[config.mk]
export PLATFORM = sky130hd
export DESIGN_NAME = osd_field_seq
export DESIGN_NICKNAME = d
export VERILOG_FILES = /design/src/rtl/osd_seq_pkg.sv /design/src/rtl/osd_vedge.sv /design/src/rtl/osd_screen_rot.sv /design/src/rtl/osd_hl_timer.sv /design/src/rtl/osd_field_seq.sv
export SDC_FILE = /design/constraint.sdc
export NUM_CORES = 1
export LEC_CHECK = 0
export ABC_CLOCK_PERIOD_IN_PS = 5600
export BUFFER_PORTS_ARGS = -buffer_cell sky130_fd_sc_hd__buf_2
export CAP_MARGIN = 20
export CORE_MARGIN = 2
export CORE_UTILIZATION = 35
export DETAILED_ROUTE_END_ITERATION = 8
export REMOVE_ABC_BUFFERS = 1
export SETUP_SLACK_MARGIN = 0.1
export SKIP_CTS_REPAIR_TIMING = 1
export SLEW_MARGIN = 25
export SYNTH_ARGS = -nofsm -noshare
export SYNTH_HDL_FRONTEND = slang
export SYNTH_SLANG_ARGS = --single-unit
[constraint.sdc]
create_clock -name clk_i -period 5.6 [get_ports clk_i]
set_input_delay 0.56 -clock clk_i [delete_from_list [all_inputs] [get_ports clk_i]]
set_output_delay 0.56 -clock clk_i [all_outputs]
set_load 0.005 [all_outputs]
[src/rtl/osd_seq_pkg.sv]
package osd_seq_pkg;

    localparam int NUM_SCREENS = 3;
    localparam int SCR_W       = 2;
    localparam int MODE_W      = 2;
    localparam int CODE_W      = 3;
    localparam int HL_N        = 4;

    localparam logic [CODE_W-1:0] CODE_OFF   = 3'b000;
    localparam logic [CODE_W-1:0] CODE_ON    = 3'b001;
    localparam logic [CODE_W-1:0] CODE_UP    = 3'b010;
    localparam logic [CODE_W-1:0] CODE_PLUS  = 3'b011;
    localparam logic [CODE_W-1:0] CODE_DOWN  = 3'b100;
    localparam logic [CODE_W-1:0] CODE_MINUS = 3'b111;

    // Code that lights highlight line idx
    function automatic logic [CODE_W-1:0] hl_code(input int idx);
        case (idx)
            0:       return CODE_UP;
            1:       return CODE_DOWN;
            2:       return CODE_PLUS;
            default: return CODE_MINUS;
        endcase
    endfunction

    function automatic logic is_hl(input logic [CODE_W-1:0] c);
        return (c == CODE_UP) || (c == CODE_DOWN) ||
               (c == CODE_PLUS) || (c == CODE_MINUS);
    endfunction

    // Unassigned codes fold to plain-on
    function automatic logic [CODE_W-1:0] norm_code(input logic [CODE_W-1:0] c);
        return ((c == 3'b101) || (c == 3'b110)) ? CODE_ON : c;
    endfunction

endpackage

[src/rtl/osd_vedge.sv]
module osd_vedge (
    input  logic clk_i,
    input  logic rst_ni,
    input  logic vsync_i,
    output logic tick_o
);
    typedef struct packed {
        logic vs;
    } edge_s;

    edge_s q, d;

    always_comb begin
        d    = q;
        d.vs = vsync_i;
    end

    always_ff @(posedge clk_i or negedge rst_ni) begin
        if (!rst_ni) q <= '0;
        else         q <= d;
    end

    assign tick_o = vsync_i & ~q.vs;
endmodule

[src/rtl/osd_screen_rot.sv]
module osd_screen_rot
    import osd_seq_pkg::*;
#(
    parameter int UNIT_FIELDS = 8,
    parameter int PER_W       = 4
) (
    input  logic              clk_i,
    input  logic              rst_ni,
    input  logic              tick_i,
    input  logic              cfg_we_i,
    input  logic [MODE_W-1:0] mode_i,
    input  logic [PER_W-1:0]  per_i,
    output logic [SCR_W-1:0]  screen_o
);
    localparam int UW = $clog2(UNIT_FIELDS);

    typedef struct packed {
        logic [MODE_W-1:0] mode;
        logic [PER_W-1:0]  per;
        logic [UW-1:0]     fcnt;
        logic [PER_W-1:0]  pcnt;
        logic [SCR_W-1:0]  scr;
    } rot_s;

    rot_s q, d;
    logic [PER_W-1:0] per_eff;
    logic             changed;

    always_comb begin
        d       = q;
        per_eff = (q.per == '0) ? PER_W'(1) : q.per;
        changed = cfg_we_i && ((mode_i != q.mode) || (per_i != q.per));
        if (changed) begin
            d.mode = mode_i;
            d.per  = per_i;
            d.fcnt = '0;
            d.pcnt = '0;
            if ((mode_i == '0) && (q.mode != '0)) d.scr = '0;
        end else if (tick_i && (q.mode == '0)) begin
            if (q.fcnt == UW'(UNIT_FIELDS - 1)) begin
                d.fcnt = '0;
                if (q.pcnt == per_eff - PER_W'(1)) begin
                    d.pcnt = '0;
                    d.scr  = (q.scr == SCR_W'(NUM_SCREENS - 1)) ? '0 : q.scr + SCR_W'(1);
                end else begin
                    d.pcnt = q.pcnt + PER_W'(1);
                end
            end else begin
                d.fcnt = q.fcnt + UW'(1);
            end
        end
    end

    always_ff @(posedge clk_i or negedge rst_ni) begin
        if (!rst_ni) q <= '0;
        else         q <= d;
    end

    assign screen_o = (q.mode == '0) ? q.scr : SCR_W'(q.mode - MODE_W'(1));
endmodule

[src/rtl/osd_hl_timer.sv]
module osd_hl_timer
    import osd_seq_pkg::*;
#(
    parameter int HOLD_FIELDS = 32
) (
    input  logic              clk_i,
    input  logic              rst_ni,
    input  logic              tick_i,
    input  logic              we_i,
    input  logic [CODE_W-1:0] data_i,
    output logic [CODE_W-1:0] code_o,
    output logic              osd_en_o,
    output logic [HL_N-1:0]   hl_sel_o
);
    localparam int TW = $clog2(HOLD_FIELDS);

    typedef struct packed {
        logic [CODE_W-1:0] code;
        logic [TW-1:0]     tcnt;
    } hl_s;

    hl_s q, d;

    always_comb begin
        d = q;
        if (we_i) begin
            d.code = norm_code(data_i);
            d.tcnt = '0;
        end else if (tick_i && is_hl(q.code)) begin
            if (q.tcnt == TW'(HOLD_FIELDS - 1)) begin
                d.code = CODE_ON;
                d.tcnt = '0;
            end else begin
                d.tcnt = q.tcnt + TW'(1);
            end
        end
    end

    always_ff @(posedge clk_i or negedge rst_ni) begin
        if (!rst_ni) q <= '0;
        else         q <= d;
    end

    assign code_o   = q.code;
    assign osd_en_o = (q.code != CODE_OFF);

    for (genvar g = 0; g < HL_N; g++) begin : g_hl
        assign hl_sel_o[g] = (q.code == hl_code(g));
    end
endmodule

[src/rtl/osd_field_seq.sv]
module osd_field_seq
    import osd_seq_pkg::*;
#(
    parameter int UNIT_FIELDS = 8,
    parameter int PER_W       = 4,
    parameter int HOLD_FIELDS = 32
) (
    input  logic                    clk_i,
    input  logic                    rst_ni,
    input  logic                    vsync_i,
    input  logic                    wr_en_i,
    input  logic                    wr_sel_i,
    input  logic [PER_W+MODE_W-1:0] wr_data_i,
    output logic [SCR_W-1:0]        screen_o,
    output logic                    osd_en_o,
    output logic [HL_N-1:0]         hl_sel_o,
    output logic [CODE_W-1:0]       ctrl_rb_o
);
    logic field_tick;

    osd_vedge u_edge (
        .clk_i   (clk_i),
        .rst_ni  (rst_ni),
        .vsync_i (vsync_i),
        .tick_o  (field_tick)
    );

    osd_screen_rot #(
        .UNIT_FIELDS (UNIT_FIELDS),
        .PER_W       (PER_W)
    ) u_rot (
        .clk_i    (clk_i),
        .rst_ni   (rst_ni),
        .tick_i   (field_tick),
        .cfg_we_i (wr_en_i & wr_sel_i),
        .mode_i   (wr_data_i[PER_W+MODE_W-1:PER_W]),
        .per_i    (wr_data_i[PER_W-1:0]),
        .screen_o (screen_o)
    );

    osd_hl_timer #(
        .HOLD_FIELDS (HOLD_FIELDS)
    ) u_hl (
        .clk_i    (clk_i),
        .rst_ni   (rst_ni),
        .tick_i   (field_tick),
        .we_i     (wr_en_i & ~wr_sel_i),
        .data_i   (wr_data_i[CODE_W-1:0]),
        .code_o   (ctrl_rb_o),
        .osd_en_o (osd_en_o),
        .hl_sel_o (hl_sel_o)
    );
endmodule

======== Word-level counts from Yosys, hierarchy flattened ========
Index checks and enable logic that the tools add are counted.
storage, ports and cells
  input port bits ......................... 11
  register bits ........................... 24
  output and inout bits ................... 10
cells by class
  multiplexer cells ....................... 15
  bitwise logic cells ..................... 5
  $add $sub $neg .......................... 6
  equality and inequality tests ........... 13
  reductions and logical operators ........ 22
operators with widths
  kind                                                 number
  2-to-1 mux 9 bit                                     2
  2-to-1 mux 8 bit                                     2
  equality test 3 bit, second input constant           5
  nonzero test 2 bit                                   6
  2-to-1 mux 3 bit                                     3
  2-to-1 mux 2 bit                                     4
  2-to-1 mux 4 bit                                     2
  equality test 3 x 2 -> 1 bit, second input constant  2
  2-to-1 mux 6 bit                                     1
  adder 5 x 1 -> 5 bit, second input constant          1
  equality test 5 bit, second input constant           1
  logical OR 1 bit                                     5
  2-to-1 mux 5 bit                                     1
  adder 4 x 1 -> 4 bit, second input constant          1
  equality test 4 bit                                  1
  logical AND 1 bit                                    4
  zero test 2 bit                                      2
  zero test 4 bit                                      1
  != test 4 bit                                        1
  AND reduction 2 bit                                  2
  AND reduction 4 bit                                  1
  subtractor 4 x 1 -> 4 bit, second input constant     1
  adder 3 x 1 -> 3 bit, second input constant          1
  AND 1 bit                                            3
  7 further kinds                                      8

======== Longest topological paths before layout ========
Gate-level depths: netlist of the first run.
  depth in word-level cells ............... 8
  mapped depth ............................ 9
  mapped depth without buffers ............ 8

======== Hierarchy ========
Synthesis of the first run repeated with hierarchy kept, for this count alone.
second synthesis, totals
  cells, all modules ...................... 149
  area total of the unflattened synthesis .. 1,497.7 um2
by module, submodules not included
  module          sequential area each (um2)  times used  cells an instance  area each (um2)
  osd_screen_rot  375.4                       1           91                 903.4
  osd_hl_timer    200.2                       1           54                 539.3
  osd_vedge       25.0                        1           2                  38.8
  osd_field_seq   0.0                         1           2                  16.3

======== Worst setup path before layout of the first run ========
OpenSTA, ideal clock, no wires.
  path kind ............................... register to register
  start ................................... register u_rot.q[11] (netlist bit)
  end ..................................... register u_rot.q[0] (netlist bit)
  period minus slack after synthesis ...... 2.458 ns
  path slack .............................. 3.142 ns
  cell stages (with the launch flop) ...... 10
  required time ........................... 5.471 ns
  library setup time ...................... 0.129 ns
  arrival time ............................ 2.328 ns
  cells stage by stage .................... dfrtp_1 > buf_4 > nor3_1 > nor2_1 > ha_1 > xor3_4 > a2111oi_4 > or4b_4 > o211ai_1 > o31ai_1
on the way
  longest elaborated chain between the ends .. 6
ends and longest elaborated chain
  what                                  line                  text
  start, declared                       osd_screen_rot.sv:25  rot_s q, d;
  start signal, assigned                osd_screen_rot.sv:55  if (!rst_ni) q <= '0;
  start signal, assigned                osd_screen_rot.sv:56  else q <= d;
  zero test 4 bit                       osd_screen_rot.sv:31  per_eff = (q.per == '0) ? PER_W'(1) : q.per;
  2-to-1 mux 4 bit                      osd_screen_rot.sv:31
  subtractor 4 x 1 -> 4 bit             osd_screen_rot.sv:42  if (q.pcnt == per_eff - PER_W'(1)) begin
  equality test 4 bit                   osd_screen_rot.sv:42
  nonzero test 2 bit (no source line)   n/a
  AND reduction 4 bit (no source line)  n/a
Parallel ways exist; a longest one is shown, timed or not.
A chain may end at the register's enable or synchronous reset.

======== Worst setup path after layout of the first run ========
  start ................................... register u_rot.q[11] (netlist bit)
  end ..................................... register u_rot.q[1] (netlist bit)
The elaborated chain is that of the path after synthesis.

==> results.sh, run 1 <==
export IMPL_outcome="finished clean"
export IMPL_hpwl_um=2200
export IMPL_crit_type="reg -> reg"
export IMPL_startpoint_type="flop"
export IMPL_cts_tree="done"
export IMPL_slowest_stage="or4b_4"
export IMPL_fmax_mhz=388
export IMPL_die_w_um=68.8
export IMPL_power_per_cell_area_mw_per_mm2=268
export IMPL_dieHeight_um=68.8
export IMPL_layout_common_cells="dfrtp_1 (24), buf_2 (20), nor2_1 (14)"
export IMPL_ant_nets=0
export IMPL_clockBufferDepth=2
export IMPL_antenna_found_initial=0
export IMPL_syn2layout_area_growth_pct=13.3
export IMPL_hold_path_class="in -> async"
export IMPL_min_period_over_period_pct=46.1
export IMPL_grt_setup_unrepaired="false"
export IMPL_clkLatencyLatePin_ns=0.27
export IMPL_synth_warnings=0
export IMPL_n_antenna_cell=0
export IMPL_yosysUniqueCellTypes=41
export IMPL_fin_skew_ns=0.00638
export IMPL_ir_drop_uv=156
export IMPL_detail_route_wirelength_um=2810
export IMPL_timing_slew_headroom_pct=51.0
export IMPL_grt_ovfl_total=0
export IMPL_seqPwrFrac_pct=46.3
export IMPL_wl_per_cell_um=13.3
export IMPL_routabilityCongestion=0.748
export IMPL_tns_ns=0
export IMPL_layout_drive_gt1_share_pct=24.8
export IMPL_synth_edf_count=0
export IMPL_grt_max_degree=25
export IMPL_setup_viol=0
export IMPL_drcViolationCount=0
export IMPL_track_usage_pct=13.7
export IMPL_ys_async_sr_fraction_pct=100
export IMPL_grt_pass1_vias=1048
export IMPL_max_stage_delay_ns=0.53
export IMPL_hold_viol=0
export IMPL_nets=179
export IMPL_tightest_slew_ns=0.731
export IMPL_numClockSinks=24
export IMPL_drt_iter0_markers=33
export IMPL_syn_avg_cell_area_um2=10.3
export IMPL_start_util_pct=36.5
export IMPL_drv_slew=0
export IMPL_cellLeakagePower_nw=0.748
export IMPL_fin_crit_ns=2.58
export IMPL_clkTransAtPathRegs_ns=0.09
export IMPL_pwr_share_comb_pct=19.3
export IMPL_rows=23
export IMPL_ios=21
export IMPL_internal_power_w=0.000329
export IMPL_num_fill_cells=412
export IMPL_yosysSeqAreaShare_pct=40.9
export IMPL_clock_power_share_pct=34.4
export IMPL_utilization_pct=41.3
export IMPL_power_share_switching_pct=26.3
export IMPL_grt_first_pass_wirelength_um=4790
export IMPL_power_total_w=0.000447
export IMPL_die_area_mm2=0.00473
export IMPL_final_common_cell="dfrtp_1"
export IMPL_switchingPower_w=0.000118
export IMPL_critPathMaxFanout=7
export IMPL_end_kind="flop"
export IMPL_fin_cells=211
export IMPL_vias=1082
export IMPL_crit_arrival_ns=2.74
export IMPL_core_area_mm2=0.00403
export IMPL_netlist_instances=143
export IMPL_cts_root_buf="clkbuf_8"
export IMPL_synth_area_mm2=0.00147
export IMPL_fin_hold_ws_ns=0.262
export IMPL_cts_buffers_inserted=3
export IMPL_yosys_most_used_dff="dfrtp_1"
export IMPL_dpl_cell_count=207
export IMPL_synth_seq_cells=24
export IMPL_htreeDepth=1
export IMPL_vias_per_cell=5.13
export IMPL_required_ns=5.76
export IMPL_r2r_setup_slack_ns=3.02
export IMPL_portBuffers=20
export IMPL_cap_violations=0
export IMPL_path_cells="nor3_1, nor2_1, ha_1, xor3_4, a2111oi_4, or4b_4, o211ai_1, o31ai_1"
export IMPL_firstDrtPassIters=4
-- power groups by stage --
stage	Sequential, W	Combinational [W]	Clock [W]
after floorplan	0.000206	0.0000613	0
after global placement	0.000208	0.0000856	0
after detailed placement	0.000210	0.0000876	0
after CTS	0.000206	0.0000877	0.000157
after global routing	0.000210	0.0000972	0.000167
final	0.000207	0.0000860	0.000154
-- layer usage --
metal,track usage [%],wire length [um]
met5,0,0
met4,2.21,8
met2,24.5,1470
met1,16.7,1220
met3,3.90,117
-- through the flow --
step	worst slack [ns]	cell area, um^2
5_1_grt	2.83	1670
2_1_floorplan	3.19	1430
4_1_cts	3.02	1670
3_3_place_gp	3.13	1590
3_5_place_dp	3.02	1590
6_report	3.02	1670
-- kinds of logic after synthesis --
| family | share of synthesized area (%) |
|---|---|
| simple gates | 24.8 |
| flops | 40.9 |
| fa+ha+maj | 5.11 |
| mux | 5.96 |
| xor+xnor | 8.43 |
| compound gates | 11.5 |
| buf+inv | 3.40 |
-- final timing paths --
| path | cells past startpoint | startpoint | endpoint |
|---|---|---|---|
| min | 1 | rst_ni | u_hl.q[2]$_DFFE_PN0P_ |
| min reg2reg | 1 | u_rot.q[0]$_DFFE_PN0P_ | u_rot.q[0]$_DFFE_PN0P_ |
| min in group clk_i | 1 | vsync_i | u_edge.q$_DFF_PN0_ |
| max reg2reg | 8 | u_rot.q[11]$_DFFE_PN0P_ | u_rot.q[1]$_DFFE_PN0P_ |
| max | 8 | u_rot.q[11]$_DFFE_PN0P_ | u_rot.q[1]$_DFFE_PN0P_ |
| max in group asynchronous | 1 | rst_ni | u_rot.q[8]$_DFFE_PN0P_ |
-- state kept, by name, indices dropped and copies added, names as in the netlist --
name	cells
u_edge.q	1
u_hl.code_o	3
u_hl.q	5
u_rot.q	15
-- worst max-delay path, delay by kind of cell, from the launching register on --
family | cells | cell delay (ns)
AND/OR/NAND/NOR | 3 | 0.87
flip-flops | 1 | 0.46
adder cells (fa/ha/maj) | 1 | 0.20
XOR/XNOR | 1 | 0.45
AO/OA/AOI/OAI | 3 | 0.49
-- layout make-up --
type	instances	area, um^2	share of cell area [%]
Clock buffer	3	41.3	2.48
Clock inverter	1	30.0	1.80
Sequential cell	24	601	36.1
Inverter	3	11.3	0.676
Timing Repair Buffer	20	100	6.01
Multi-Input combinational cell	110	820	49.2
Tap cell	50	62.6	3.76
-- Yosys cell counts, types with 4 or more instances --
| cell type | n | area share, % |
|---|---|---|
| a21oi_1 | 9 | 3.1 |
| buf_4 | 4 | 2.0 |
| dfrtp_1 | 24 | 41 |
| ha_1 | 6 | 5.1 |
| mux2_2 | 6 | 4.6 |
| nand2_1 | 12 | 3.1 |
| nor2_1 | 14 | 3.6 |
| nor2b_1 | 4 | 1.7 |
| xnor2_1 | 6 | 3.6 |
| xor2_1 | 5 | 3.0 |
Power figures use the tool's default switching activity.
==> run 2, diff against run 1 <==
--- a/config.mk
+++ b/config.mk
@@ -5,7 +5,7 @@
 export SDC_FILE = /design/constraint.sdc
 export NUM_CORES = 1
 export LEC_CHECK = 0
-export ABC_CLOCK_PERIOD_IN_PS = 5600
+export ABC_CLOCK_PERIOD_IN_PS = 2500
 export BUFFER_PORTS_ARGS = -buffer_cell sky130_fd_sc_hd__buf_2
 export CAP_MARGIN = 20
 export CORE_MARGIN = 2
==> constraint.sdc (replaced) <==
create_clock -name clk_i -period 2.5 [get_ports clk_i]
set_input_delay 0.25 -clock clk_i [delete_from_list [all_inputs] [get_ports clk_i]]
set_output_delay 0.25 -clock clk_i [all_outputs]
set_load 0.005 [all_outputs]
==> results.sh, run 2 (synthesis results as in run 1) <==
export IMPL_largest_register_ff_count=15
export IMPL_grt_ovfl_total=0
export IMPL_routabilityCongestion=0.762
export IMPL_seq_area_um2=601
export IMPL_fin_cells=217
export IMPL_crit_arrival_ns=2.54
export IMPL_critPathMaxFanout=5
export IMPL_clkLatencyLatePin_ns=0.27
export IMPL_ios=21
export IMPL_fin_crit_ns=2.38
export IMPL_drv_slew=0
export IMPL_top_register="u_rot.q"
export IMPL_start_util_pct=36.5
export IMPL_portBuffers=20
export IMPL_setup_viol=0
export IMPL_ant_nets=0
export IMPL_cts_tree="done"
export IMPL_power_total_w=0.00102
export IMPL_min_period_over_period_pct=95.4
export IMPL_outcome="finished clean"
export IMPL_grt_setup_unrepaired="true"
export IMPL_cts_buffers_inserted=3
export IMPL_antenna_found_initial=0
export IMPL_fmax_mhz=419
export IMPL_hold_viol=0
export IMPL_dpl_cell_count=212
export IMPL_die_area_mm2=0.00473
export IMPL_vias_per_cell=5.20
export IMPL_fin_skew_ns=0.00830
export IMPL_clockBufferDepth=2
export IMPL_timing_slew_headroom_pct=49.8
export IMPL_crit_type="reg -> reg"
export IMPL_cap_violations=0
export IMPL_vias=1128
export IMPL_cellLeakagePower_nw=0.776
export IMPL_hpwl_um=2260
export IMPL_dieHeight_um=68.8
export IMPL_tightest_slew_ns=0.749
export IMPL_wl_per_cell_um=13.7
export IMPL_startpoint_type="flop"
export IMPL_clkTransAtPathRegs_ns=0.09
export IMPL_htreeDepth=1
export IMPL_utilization_pct=42.7
export IMPL_syn2layout_area_growth_pct=17.0
export IMPL_firstDrtPassIters=4
export IMPL_layout_drive_gt1_share_pct=28.1
export IMPL_detail_route_wirelength_um=2980
export IMPL_nets=185
export IMPL_track_usage_pct=14.1
export IMPL_hold_path_class="in -> reg"
export IMPL_cts_root_buf="clkbuf_8"
export IMPL_tns_ns=0
export IMPL_drt_iter0_markers=59
export IMPL_power_per_cell_area_mw_per_mm2=594
export IMPL_rows=23
export IMPL_die_w_um=68.8
export IMPL_core_area_mm2=0.00403
export IMPL_layout_common_cells="dfrtp_1 (24), buf_2 (20), nor2_1 (14)"
export IMPL_grt_first_pass_wirelength_um=4970
export IMPL_required_ns=2.66
export IMPL_grt_pass1_vias=1146
export IMPL_numClockSinks=24
export IMPL_ir_drop_uv=320
export IMPL_num_fill_cells=407
export IMPL_drcViolationCount=0
export IMPL_multi_input_area_um2=827
export IMPL_final_common_cell="dfrtp_1"
export IMPL_n_antenna_cell=0
export IMPL_end_kind="flop"
export IMPL_grt_max_degree=25
run 2: changes by cell type in the layout (fill, tap and decap cells not counted), sizes merged:
cell,before,now
buf,20,25
dlygate4sd3,0,1
run 2: through the flow:
stage	instance area, um^2	hold slack [ns]	setup slack, ns
CTS	1700	-0.0322	-0.0212
detailed placement	1630	0.275	-0.0322
global placement	1630	0.262	0.0945
global route	1720	0.0964	-0.00302
floorplan	1430	-0.0456	0.0864
finish	1720	0.107	0.116
run 2: power by group:
group          switching, W  internal [W]
clock              0.000129      0.000214
sequential        0.0000354      0.000417
combinational      0.000107      0.000120
total              0.000271      0.000751
run 2: worst max-delay path: stages, from the launching register on:
cell       delay [ns]
dfrtp_1          0.39
nor3_2           0.23
nor2_1           0.07
ha_2             0.18
xor3_4           0.32
a2111oi_4        0.29
or4b_4           0.53
o211ai_1         0.17
o31ai_1          0.09
run 2: per-layer routing:
metal / global-route usage [%] / up-vias / routed length [um]
li1: - / 556 / -
met1: 15.0 / 549 / 1250
met2: 27.5 / 21 / 1580
met3: 4.06 / 2 / 132
met4: 2.21 / 0 / 16
met5: 0 / - / 0
run 2: layout make-up:
| type | instances | share of cell area, % |
|---|---|---|
| multi-input combinational | 110 | 48.1 |
| sequential | 24 | 34.9 |
| timing repair buffer | 26 | 8.58 |
| tap | 50 | 3.64 |
| clock buffer | 3 | 2.40 |
| clock inverter | 1 | 1.75 |
| inverter | 3 | 0.655 |
run 2: path summary, 6_finish.rpt:
check	from	to	slack, ns	cells after the start
setup / recovery	u_rot.q[12]$_DFFE_PN0P_	u_rot.q[0]$_DFFE_PN0P_	0.12	8
hold / removal	vsync_i	u_edge.q$_DFF_PN0_	0.11	1
setup reg to reg	u_rot.q[12]$_DFFE_PN0P_	u_rot.q[0]$_DFFE_PN0P_	0.12	8
hold reg to reg	u_rot.q[0]$_DFFE_PN0P_	u_rot.q[0]$_DFFE_PN0P_	0.53	1
max in group asynchronous	rst_ni	u_rot.q[11]$_DFFE_PN0P_	1.63	2
min in group asynchronous	rst_ni	u_hl.q[2]$_DFFE_PN0P_	0.49	2
==> run 3, diff against run 2 <==
--- a/config.mk
+++ b/config.mk
@@ -9,8 +9,9 @@
 export BUFFER_PORTS_ARGS = -buffer_cell sky130_fd_sc_hd__buf_2
 export CAP_MARGIN = 20
 export CORE_MARGIN = 2
-export CORE_UTILIZATION = 35
+export CORE_UTILIZATION = 56
 export DETAILED_ROUTE_END_ITERATION = 8
+export PLACE_DENSITY = 0.78
 export REMOVE_ABC_BUFFERS = 1
 export SETUP_SLACK_MARGIN = 0.1
 export SKIP_CTS_REPAIR_TIMING = 1
==> results.sh, run 3 (synthesis results as in run 1) <==
export IMPL_outcome="finished clean"
export IMPL_crit_type="reg -> reg"
export IMPL_startpoint_type="flop"
export IMPL_end_kind="flop"
export IMPL_n_antenna_cell=0
export IMPL_dp_slack_ns=0.0328
export IMPL_crit_arrival_ns=2.61
export IMPL_grt_ovfl_total=0
export IMPL_grt_pass1_vias=1099
export IMPL_grt_max_degree=25
export IMPL_syn2layout_area_growth_pct=12.9
export IMPL_vias=1113
export IMPL_fin_crit_ns=2.41
export IMPL_final_common_cell="dfrtp_1"
export IMPL_required_ns=2.70
export IMPL_detail_route_wirelength_um=2800
export IMPL_ff2ff_path_depth=8
export IMPL_ant_nets=0
export IMPL_dieHeight_um=55.2
export IMPL_critPathMaxFanout=5
export IMPL_setup_viol=0
export IMPL_wl_per_cell_um=14.2
export IMPL_grt_first_pass_wirelength_um=4520
export IMPL_hold_path_cell_count=1
export IMPL_layout_common_cells="dfrtp_1 (24), buf_2 (20), nor2_1 (14)"
export IMPL_setup_slack_ns=0.0881
export IMPL_drcViolationCount=0
export IMPL_dpl_cell_count=192
export IMPL_top_register="u_rot.q"
export IMPL_firstDrtPassIters=4
export IMPL_holdPathEnd="u_edge.q$_DFF_PN0_"
export IMPL_cts_buffers_inserted=3
export IMPL_htreeDepth=1
export IMPL_fin_skew_ns=0.00204
export IMPL_tns_ns=0
export IMPL_hpwl_um=2100
export IMPL_clockBufferDepth=2
export IMPL_grt_setup_unrepaired="true"
export IMPL_nets=185
export IMPL_die_w_um=55.2
export IMPL_core_area_mm2=0.00248
export IMPL_start_util_pct=59.3
export IMPL_r2r_setup_slack_ns=0.09
export IMPL_r2r_start="u_rot.q[12]$_DFFE_PN0P_"
export IMPL_routabilityCongestion=0.788
export IMPL_timing_slew_headroom_pct=48.6
export IMPL_holdCritStartpoint="vsync_i"
export IMPL_ir_drop_uv=364
export IMPL_cap_violations=0
export IMPL_num_fill_cells=200
export IMPL_tightest_slew_ns=0.767
export IMPL_numClockSinks=24
export IMPL_die_area_mm2=0.00305
export IMPL_cts_root_buf="clkbuf_4"
export IMPL_hold_path_class="in -> reg"
export IMPL_track_usage_pct=18.0
export IMPL_cts_tree="done"
export IMPL_portBuffers=20
export IMPL_power_per_cell_area_mw_per_mm2=531
export IMPL_hold_viol=0
export IMPL_vias_per_cell=5.65
export IMPL_largest_register_ff_count=15
export IMPL_r2r_end="u_rot.q[0]$_DFFE_PN0P_"
export IMPL_cellLeakagePower_nw=0.762
export IMPL_ios=21
export IMPL_rows=18
export IMPL_min_period_over_period_pct=96.5
export IMPL_fmax_mhz=415
export IMPL_clkLatencyLatePin_ns=0.30
export IMPL_drt_iter0_markers=21
export IMPL_clkTransAtPathRegs_ns=0.13
export IMPL_drv_slew=0
export IMPL_fin_cells=197
export IMPL_layout_drive_gt1_share_pct=28.1
export IMPL_antenna_found_initial=0
## run 3: cell type report
cell class              count  area [um^2]  share of cell area (%)
clock buffers               4         36.3                    2.19
well taps                  30         37.5                    2.26
multi-input cells         110          827                    49.8
repair buffers             26          148                    8.89
flip-flops and latches     24          601                    36.2
inverters                   3         11.3                   0.678
## run 3: per-stage QoR
stage	power [W]	utilization [%]	instance area, um^2	hold WS [ns]
after floorplan	0.000599	-	1430	-0.0456
after global placement	0.000674	64.8	1610	0.256
after global routing	0.000932	67.0	1660	0.0666
after detailed placement	0.000685	64.8	1610	0.270
final	0.000882	67.0	1660	0.0814
after CTS	0.000886	66.3	1640	-0.0818
## run 3: how the worst max path moves through the flow
stage,cells after the start,slack (ns),end,start
2_1_floorplan,8,0.09,u_rot.q[0]$_DFFE_PN0P_,u_rot.q[11]$_DFFE_PN0P_
3_3_place_gp,8,0.11,u_rot.q[1]$_DFFE_PN0P_,u_rot.q[10]$_DFFE_PN0P_
3_5_place_dp,8,0.03,u_rot.q[0]$_DFFE_PN0P_,u_rot.q[10]$_DFFE_PN0P_
4_1_cts,8,0.02,u_rot.q[1]$_DFFE_PN0P_,u_rot.q[10]$_DFFE_PN0P_
5_1_grt,8,0.0006,u_rot.q[0]$_DFFE_PN0P_,u_rot.q[12]$_DFFE_PN0P_
6_report,8,0.09,u_rot.q[0]$_DFFE_PN0P_,u_rot.q[12]$_DFFE_PN0P_
## run 3: critical path, stage by stage (launching register included)
cell       delay [ns]
dfrtp_1          0.42
nor3_2           0.22
nor2_1           0.08
ha_2             0.18
xor3_4           0.31
a2111oi_4        0.29
or4b_4           0.53
o211ai_1         0.19
o31ai_1          0.10
## run 3: per-layer routing
metal	global-route usage, %	vias to the layer above	share of wire [%]	wire length [um]
met3	2.34	2	4.1	114
met1	21.6	532	45	1250
met5	0	-	0	0
met4	5.57	0	0.54	15
li1	-	559	-	-
met2	33.2	20	51	1420
## run 3: where the power goes
part           switching (W)  leakage, nW  total [W]  internal, W
Combinational       0.000106        0.429   0.000226     0.000120
Clock               0.000113       0.0210   0.000201    0.0000888
Sequential         0.0000375        0.312   0.000454     0.000417
